==> src/rtl/hb_pkg.sv <==
`timescale 1ns/1ps
package hb_pkg;
    typedef enum logic {
        HB_EMPTY = 1'b0,
        HB_HELD  = 1'b1
    } hb_mode_e;
endpackage

==> src/rtl/hb_dwell_timer.sv <==
`timescale 1ns/1ps
module hb_dwell_timer #(
    parameter int MIN_DWELL = 2,
    parameter int MAX_DWELL = 3,
    parameter int AGE_W     = 2
) (
    input  logic             held,
    input  logic             clear,
    input  logic             tick,
    input  logic [AGE_W-1:0] age_q,
    output logic [AGE_W-1:0] age_d,
    output logic             min_met,
    output logic             max_hit
);
    localparam logic [AGE_W-1:0] MIN_A = AGE_W'(MIN_DWELL);
    localparam logic [AGE_W-1:0] MAX_A = AGE_W'(MAX_DWELL);

    always_comb begin
        if (clear)
            age_d = '0;
        else if (held && tick && (age_q < MAX_A))
            age_d = age_q + 1'b1;
        else
            age_d = age_q;
        min_met = (age_q >= MIN_A);
        max_hit = (age_q >= MAX_A);
    end
endmodule

==> src/rtl/hb_release_arb.sv <==
`timescale 1ns/1ps
module hb_release_arb #(
    parameter int MIN_DWELL = 2,
    parameter int MAX_DWELL = 3
) (
    input  logic held,
    input  logic min_met,
    input  logic max_hit,
    input  logic rel_en,
    output logic release_now
);
    generate
        if (MIN_DWELL >= MAX_DWELL) begin : g_deadline_only
            logic unused_ok;
            assign unused_ok   = min_met ^ rel_en;
            assign release_now = held && max_hit;
        end else begin : g_windowed
            assign release_now = held && (max_hit || (min_met && rel_en));
        end
    endgenerate
endmodule

==> src/rtl/timed_hold_buf.sv <==
`timescale 1ns/1ps
module timed_hold_buf #(
    parameter int MIN_DWELL = 2,
    parameter int MAX_DWELL = 3
) (
    input  logic clk,
    input  logic rst,
    input  logic tick,
    input  logic in_vld,
    input  logic in_bit,
    input  logic rel_en,
    output logic out_vld,
    output logic out_bit,
    output logic full,
    output logic drop
);
    import hb_pkg::*;

    localparam int AGE_W = (MAX_DWELL < 1) ? 1 : $clog2(MAX_DWELL + 1);

    typedef struct packed {
        hb_mode_e         mode;
        logic             data;
        logic [AGE_W-1:0] age;
        logic             ovld;
        logic             obit;
        logic             drop;
    } hb_state_t;

    hb_state_t st_q, st_d;

    logic             capture, release_now, min_met, max_hit, is_held;
    logic [AGE_W-1:0] age_d;

    assign is_held = (st_q.mode == HB_HELD);
    assign capture = !is_held && in_vld;

    hb_dwell_timer #(
        .MIN_DWELL(MIN_DWELL), .MAX_DWELL(MAX_DWELL), .AGE_W(AGE_W)
    ) u_timer (
        .held(is_held), .clear(capture || release_now), .tick(tick),
        .age_q(st_q.age), .age_d(age_d), .min_met(min_met), .max_hit(max_hit)
    );

    hb_release_arb #(
        .MIN_DWELL(MIN_DWELL), .MAX_DWELL(MAX_DWELL)
    ) u_arb (
        .held(is_held), .min_met(min_met), .max_hit(max_hit),
        .rel_en(rel_en), .release_now(release_now)
    );

    always_comb begin
        st_d      = st_q;
        st_d.age  = age_d;
        st_d.ovld = 1'b0;
        st_d.drop = is_held && in_vld;
        if (capture) begin
            st_d.mode = HB_HELD;
            st_d.data = in_bit;
        end else if (release_now) begin
            st_d.mode = HB_EMPTY;
            st_d.ovld = 1'b1;
            st_d.obit = st_q.data;
        end
    end

    always_ff @(posedge clk) begin
        if (rst)
            st_q <= '{mode: HB_EMPTY, data: 1'b0, age: '0,
                      ovld: 1'b0, obit: 1'b0, drop: 1'b0};
        else
            st_q <= st_d;
    end

    assign out_vld = st_q.ovld;
    assign out_bit = st_q.obit;
    assign full    = is_held;
    assign drop    = st_q.drop;
endmodule

==> config.mk <==
export PLATFORM = sky130hd
export DESIGN_NAME = timed_hold_buf
export DESIGN_NICKNAME = d
export VERILOG_FILES = /design/src/rtl/hb_pkg.sv /design/src/rtl/hb_dwell_timer.sv /design/src/rtl/hb_release_arb.sv /design/src/rtl/timed_hold_buf.sv
export SDC_FILE = /design/constraint.sdc
export NUM_CORES = 1
export LEC_CHECK = 0
export ABC_AREA = 1
export BUFFER_PORTS_ARGS = -buffer_cell sky130_fd_sc_hd__buf_2
export CAP_MARGIN = 30
export CORE_AREA = 8 8 45 47
export CTS_BUF_LIST = sky130_fd_sc_hd__clkbuf_16
export DETAILED_ROUTE_END_ITERATION = 6
export DIE_AREA = 0 0 53 55
export PLACE_DENSITY = 0.46
export SYNTH_ARGS = -nofsm -noshare
export SYNTH_HDL_FRONTEND = slang
export SYNTH_SLANG_ARGS = --single-unit
==> constraint.sdc <==
create_clock -name clk -period 1.4 [get_ports clk]
set_input_delay 0.07 -clock clk [delete_from_list [all_inputs] [get_ports clk]]
set_output_delay 0.07 -clock clk [all_outputs]
set_load 0.01 [all_outputs]
==> impl_results.md, run 1 <==
* Status: finished clean
* Mapped Nets at 46
* Core Box Area at 1380 um^2
* 1st-iter DRT viols at 3
* DRC at 0
* Worst-Margin Slew at 248 ps
* Mean Syn Cell Area at roughly 8 um^2
* Reg clk slew, reported paths at approximately 40 ps
* Fin. Hold Viols at 0
* Clk Latency, worst-skew pair at 230 ps
* Worst VDD drop at about 0.00065 V
* Clock network power share at 64.6%
* Post-synth top area share at 47.3%
* Cell leakage power at 0.000218 uW
* Top cells by area, synth: dfxtp_1, inv_1, ha_1
* Max_cap viols at 0
* Final ANT Viol Nets at 0
* HPWL Detailed at 495 um
* Share of cells above drive strength 1 at 25.5%
* Internal power at 599 uW
* Seq pwr share at 29.6%
* Vias in the first global route at around 240
* Sum of negative setup slack at 0 ps
* Critical path type: reg -> reg
* Fin cells at 67
* CTS max path bufs at 2
* Die height at between 50 and 60 um
* Num CTS Buffers at 3
* Antenna violations before repair at 0
* IO Pins at 10
* WP data required at 1560 ps
* RSZ-0062 raised after global routing: false
* CP Capture Type: flip-flop
* Comb power frac at 5.8%
* Drt wl/cell at ~9 um
* R2R setup slack at 220 ps
* Post-layout worst setup margin at 223 ps
* Total GRT Usage at 4.60%
* Seq/Total Area, Yosys at 47.3%
* Synthesis warning total at 0
* Slew margin rel. at 83.5%
* Synth area leader: dfxtp_1
* # Post-CTS Setup Buffers at 0
* Arrival time worst endpoint at 1340 ps
* DR vias at 258
* Most frequent cells in the layout: buf_2, inv_1, dfxtp_1
* DP Worst Slack at 221 ps
* # hold bufs at CTS at 0
* First-pass GRT wire length at 945 um
* Ant diodes at 0
* Die W at around 53 um
* Net Switching at approximately 140 uW
* DRT Pass-1 Iters at 2
* Post-CTS sizing at 0
* Most common cell after layout, fill and taps aside: buf_2
* Port buffer count at 9
* Floorplan row count at 14
* Seq cells post-synth at 7
* Placed Instances at 63
* Min-delay worst type: in -> reg
* H-tree depth at 1
* Final core utilization at 31.8%
* Initial Util at about 21%
* Die ar. at 2920 um^2
* Clk sinks at 7
* Via-to-Cell Ratio at 3.85
* Layout Area Growth over Synthesis at 48.5%
* Kind of start point of the critical path: flip-flop
* Synth cell types at 11
* Total gr overflow at 0
* Tcrit/Tclk final at between 80% and 90%
* Max Transition Viols Final at 0
* HP Start: rst
* Setup violations, final at 0
* Final net count at 60
* Skew final at 3.31 ps
* Switching share of power at 18.9%
* CTS tree: built
* CTS root buffer: clkbuf_16
* Cell Area, Synth at 297 um^2
* Final wirelength at roughly 620 um
* CP Launch Point: st_q[3]
* Post-Syn Instances at 38
* Pwr Density at 1680 nW/um^2
* Peak Freq at 850 MHz
* GP Congestion at 0.693
* Minimum clock period after layout at 1180 ps
* Critical path peak fanout at 4
* Largest net degree at the start of global routing at 8
* Reg2Reg Launch Point: st_q[3]
[synth_stat cells]
library cell  count
nand3_2           1
o22ai_1           1
o21ai_1           3
nor2_1            6
ha_1              2
a21oi_1           1
inv_1             7
nand3_1           3
dfxtp_1           7
xor2_1            1
nand2_1           6
[power groups by stage]
stage	logic (uW)	registers, uW	clock network (uW)
detailed placement	43.8	222	0
global route	48.8	220	498
floorplan	23.9	223	0
finish	43.1	219	477
CTS	44.1	219	479
global placement	43.6	222	0
[worst paths after layout]
| check | to | depth (start not counted) |
|---|---|---|
| max reg2reg | st_q[4] | 7 |
| max | st_q[4] | 7 |
| min reg2reg | st_q[5] | 2 |
| min | full | 2 |
[layer usage]
layer | GRT usage [%] | wire length [um]
met1 | 5.19 | 287
met2 | 5.86 | 279
met3 | 2.94 | 49
met4 | 3.88 | 0
met5 | 0 | 0
[state kept, by name (all words and copies together), names as in the netlist]
register  cells
st_q          3
out_vld       1
drop          1
out_bit       1
full          1
[kinds of logic (layout without fill, tap and decap cells)]
| group | after synthesis | after routing | synth area share, % |
|---|---|---|---|
| and+or+nand+nor | 16 | 16 | 23.6 |
| DFF | 7 | 7 | 47.3 |
| xor gates and xnor gates | 1 | 1 | 2.95 |
| AOI/OAI and AO/OA | 5 | 5 | 8.86 |
| buffers and inverters | 7 | 20 | 8.86 |
| adders and majority gates | 2 | 2 | 8.44 |
[metrics by stage]
step                      instance area [um^2]  power, uW  hold WS [ps]
final                                      440        739          62.1
after floorplan                            297        246           184
after global routing                       440        767          65.1
after CTS                                  440        742          61.2
after detailed placement                   362        266           295
after global placement                     362        265           304
[final cells by class]
| cell class | count | area (um^2) |
|---|---|---|
| tap | 16 | 20.0 |
| clock buffer | 3 | 75.1 |
| clock inverter | 1 | 3.75 |
| sequential | 7 | 140 |
| timing repair buffer | 9 | 45.0 |
| inverter | 7 | 26.3 |
| fill | 148 | 943 |
| multi-input combinational | 24 | 130 |
[critical path, cell delays in order (launching register included)]
cell	delay (ps)
dfxtp_1	350
inv_1	60
ha_1	180
o21ai_1	120
nand2_1	120
nand2_1	100
nand3_1	90
nor2_1	80
Power figures use the tool's default switching activity.
==> run 2, diff against run 1 <==
==> constraint.sdc (replaced) <==
create_clock -name clk -period 1.1 [get_ports clk]
set_input_delay 0.055 -clock clk [delete_from_list [all_inputs] [get_ports clk]]
set_output_delay 0.055 -clock clk [all_outputs]
set_load 0.01 [all_outputs]
==> run 2 against run 1 <==
Effect of this change: register-to-register slack got worse by 180 ps; first-iteration DRC count fell by 100%; clock-buffer cell count did not move; clock power rose by 29%; worst setup slack got worse by 180 ps; cell count rose by 3.0%; sequential power rose by 28%.
==> impl_results.md, run 2 (synthesized netlist as in run 1, its figures left out) <==
* Status: finished clean
* Ant diodes at 0 (unchanged)
* Max Transition Viols Final at 0 (unchanged)
* Largest net degree at the start of global routing at 8 (unchanged)
* RSZ-0062 raised after global routing: true
* GP Congestion at 0.678 (-2.2%)
* Critical path peak fanout at 4 (unchanged)
* Internal power at 769 uW (+28%)
* Core Box Area at 1380 um^2 (unchanged)
* DRT Pass-1 Iters at 1 (-1)
* Die ar. at 2920 um^2 (unchanged)
* Hold Path Cell Cnt at 2 (unchanged)
* H-tree depth at 1 (unchanged)
* Drt wl/cell at 9.72 um (+5.8%)
* Net Switching at 188 uW (+35%)
* Clk Latency, worst-skew pair at 230 ps (about the same)
* Pwr Density at 1980 nW/um^2 (+18%)
* Final wirelength at 671 um (+8.9%)
* CTS root buffer: clkbuf_16
* DRC at 0 (unchanged)
* Floorplan row count at 14 (unchanged)
* IO Pins at 10 (unchanged)
* Seq pwr share at 29.2% (-0.4 points)
* Kind of start point of the critical path: flip-flop
* Setup violations, final at 0 (unchanged)
* Worst-Margin Slew at 261 ps (+13.3 ps)
* Total GRT Usage at 5.58% (+0.99 points)
* Clk sinks at 7 (unchanged)
* Skew final at 1.65 ps (-1.65 ps)
* Seq. cell area at 143 um^2 (+1.8%)
* Cell leakage power at 0.000234 uW (+7.3%)
* Min-delay worst type: in -> reg
* Area of the multi-input gates at 156 um^2 (+20%)
* Tot Pwr at 957 uW (+30%)
* Minimum clock period after layout at 1050 ps (-125 ps)
* Most common cell after layout, fill and taps aside: buf_2
* RR Endpoint: st_q[4]
* Fillers at 157 (+6.1%)
* Share of cells above drive strength 1 at 43.4% (+18 points)
* Slew margin rel. at 82.6% (-0.89 points)
* Antenna violations before repair at 0 (unchanged)
* HPWL Detailed at 483 um (-2.5%)
* CTS max path bufs at 2 (unchanged)
* Comb power frac at 6.6% (+0.8 points)
* Vias in the first global route at 269 (+12%)
* HP Start: rst
* DP Worst Slack at -33.8 ps (-254 ps)
* Via-to-Cell Ratio at 4.01 (+4.3%)
* Total gr overflow at 0 (unchanged)
* Initial Util at 21.4% (unchanged)
* Final core utilization at 35.0% (+3.2 points)
* Arrival time worst endpoint at 1220 ps (-120 ps)
* Peak Freq at 950 MHz (+12%)
* Port buffer count at 9 (unchanged)
* WHS Endpoint: full
* Max FFs per register at 3 (unchanged)
* First-pass GRT wire length at 1080 um (+15%)
* Hold slack final at 40.4 ps (-21.8 ps)
* Critical path type: reg -> reg
* Die W at 53 um (unchanged)
* Switching share of power at 19.7% (+0.79 points)
* Final ANT Viol Nets at 0 (unchanged)
* WP data required at 1270 ps (-290 ps)
* Biggest register: st_q
* CTS tree: built
* Post-layout worst setup margin at 47.5 ps (-175 ps)
* Max_cap viols at 0 (unchanged)
* 1st-iter DRT viols at 0 (-3)
* Fin. Hold Viols at 0 (unchanged)
* R2R setup slack at 50 ps (-180 ps)
* # hold bufs at CTS at 0 (unchanged)
* Final net count at 62 (+3.3%)
* Most frequent cells in the layout: buf_2, inv_1, nor2_1
* Worst VDD drop at 0.000998 V (+53%)
* Clock network power share at 64.2% (-0.4 points)
* Worst-case reg-to-reg path depth at 6 (-1)
* DR vias at 277 (+7.4%)
* Reg clk slew, reported paths at 40 ps (about the same)
* Reg2Reg Launch Point: st_q[4]
* Layout Area Growth over Synthesis at 63.3%
* Tcrit/Tclk final at 95.7% (+12 points)
* Num CTS Buffers at 3 (unchanged)
* Die height at 55 um (unchanged)
* CP Capture Type: flip-flop
-- run 2: per-stage QoR --
| step | cell area, um^2 | TNS (ps) | cells |
|---|---|---|---|
| final | 484 | 0 | 69 |
| after global placement | 377 | -121 | 65 |
| after global routing | 484 | -139 | 69 |
| after floorplan | 297 | 0 | 38 |
| after detailed placement | 377 | -91.2 | 65 |
| after CTS | 464 | 0 | 69 |
-- run 2: worst max-delay path by stage --
| stage | slack, ps | end | startpoint | cells after the start |
|---|---|---|---|---|
| floorplan | 40 | st_q[3] | st_q[3] | 7 |
| detailed placement | -30 | st_q[3] | st_q[3] | 7 |
| global route | -50 | st_q[3] | st_q[3] | 7 |
| global placement | -50 | st_q[3] | st_q[3] | 7 |
| finish | 50 | st_q[4] | st_q[4] | 6 |
| CTS | 2 | st_q[4] | st_q[3] | 7 |
-- run 2: layer usage --
metal / share of wire, % / global-route usage [%] / routed length [um] / vias up
met2: 46 / 7.23 / 308 / 9
met4: 4.0 / 6.47 / 27 / 0
met5: 0 / 0 / 0 / -
met3: 9.1 / 3.48 / 61 / 3
li1: - / - / - / 147
met1: 41 / 5.65 / 272 / 118
-- run 2: area by class of cell --
cell class                      instances  area share, %
Clock buffer                            3           15.5
Clock inverter                          1          0.775
Inverter                                7           5.43
Multi-Input combinational cell         24           32.3
Sequential cell                         7           29.5
Tap cell                               16           4.13
Timing Repair Buffer                   11           12.4
-- run 2: what timing repair did --
| action | CTS | global route |
|---|---|---|
| endpoints found under the setup margin | 4 | 5 |
| pin swaps | 2 | 3 |
| setup buffers | 0 | 0 |
| resized for setup | 4 | 5 |
| endpoints found under the hold margin | 0 | 0 |
-- run 2: power groups by stage --
| stage | Sequential (uW) | Combinational, uW | Clock [uW] |
|---|---|---|---|
| 6_report | 280 | 62.8 | 615 |
| 5_1_grt | 283 | 72.6 | 641 |
| 4_1_cts | 279 | 61.3 | 624 |
| 3_5_place_dp | 282 | 58.9 | 0 |
| 3_3_place_gp | 282 | 59.0 | 0 |
| 2_1_floorplan | 283 | 30.5 | 0 |
-- run 2: worst max-delay path, stage by stage (launching register included) --
cell	delay, ps
dfxtp_2	340
ha_1	180
inv_1	90
nand3_2	90
o21ai_1	140
inv_1	60
nor2_1	80
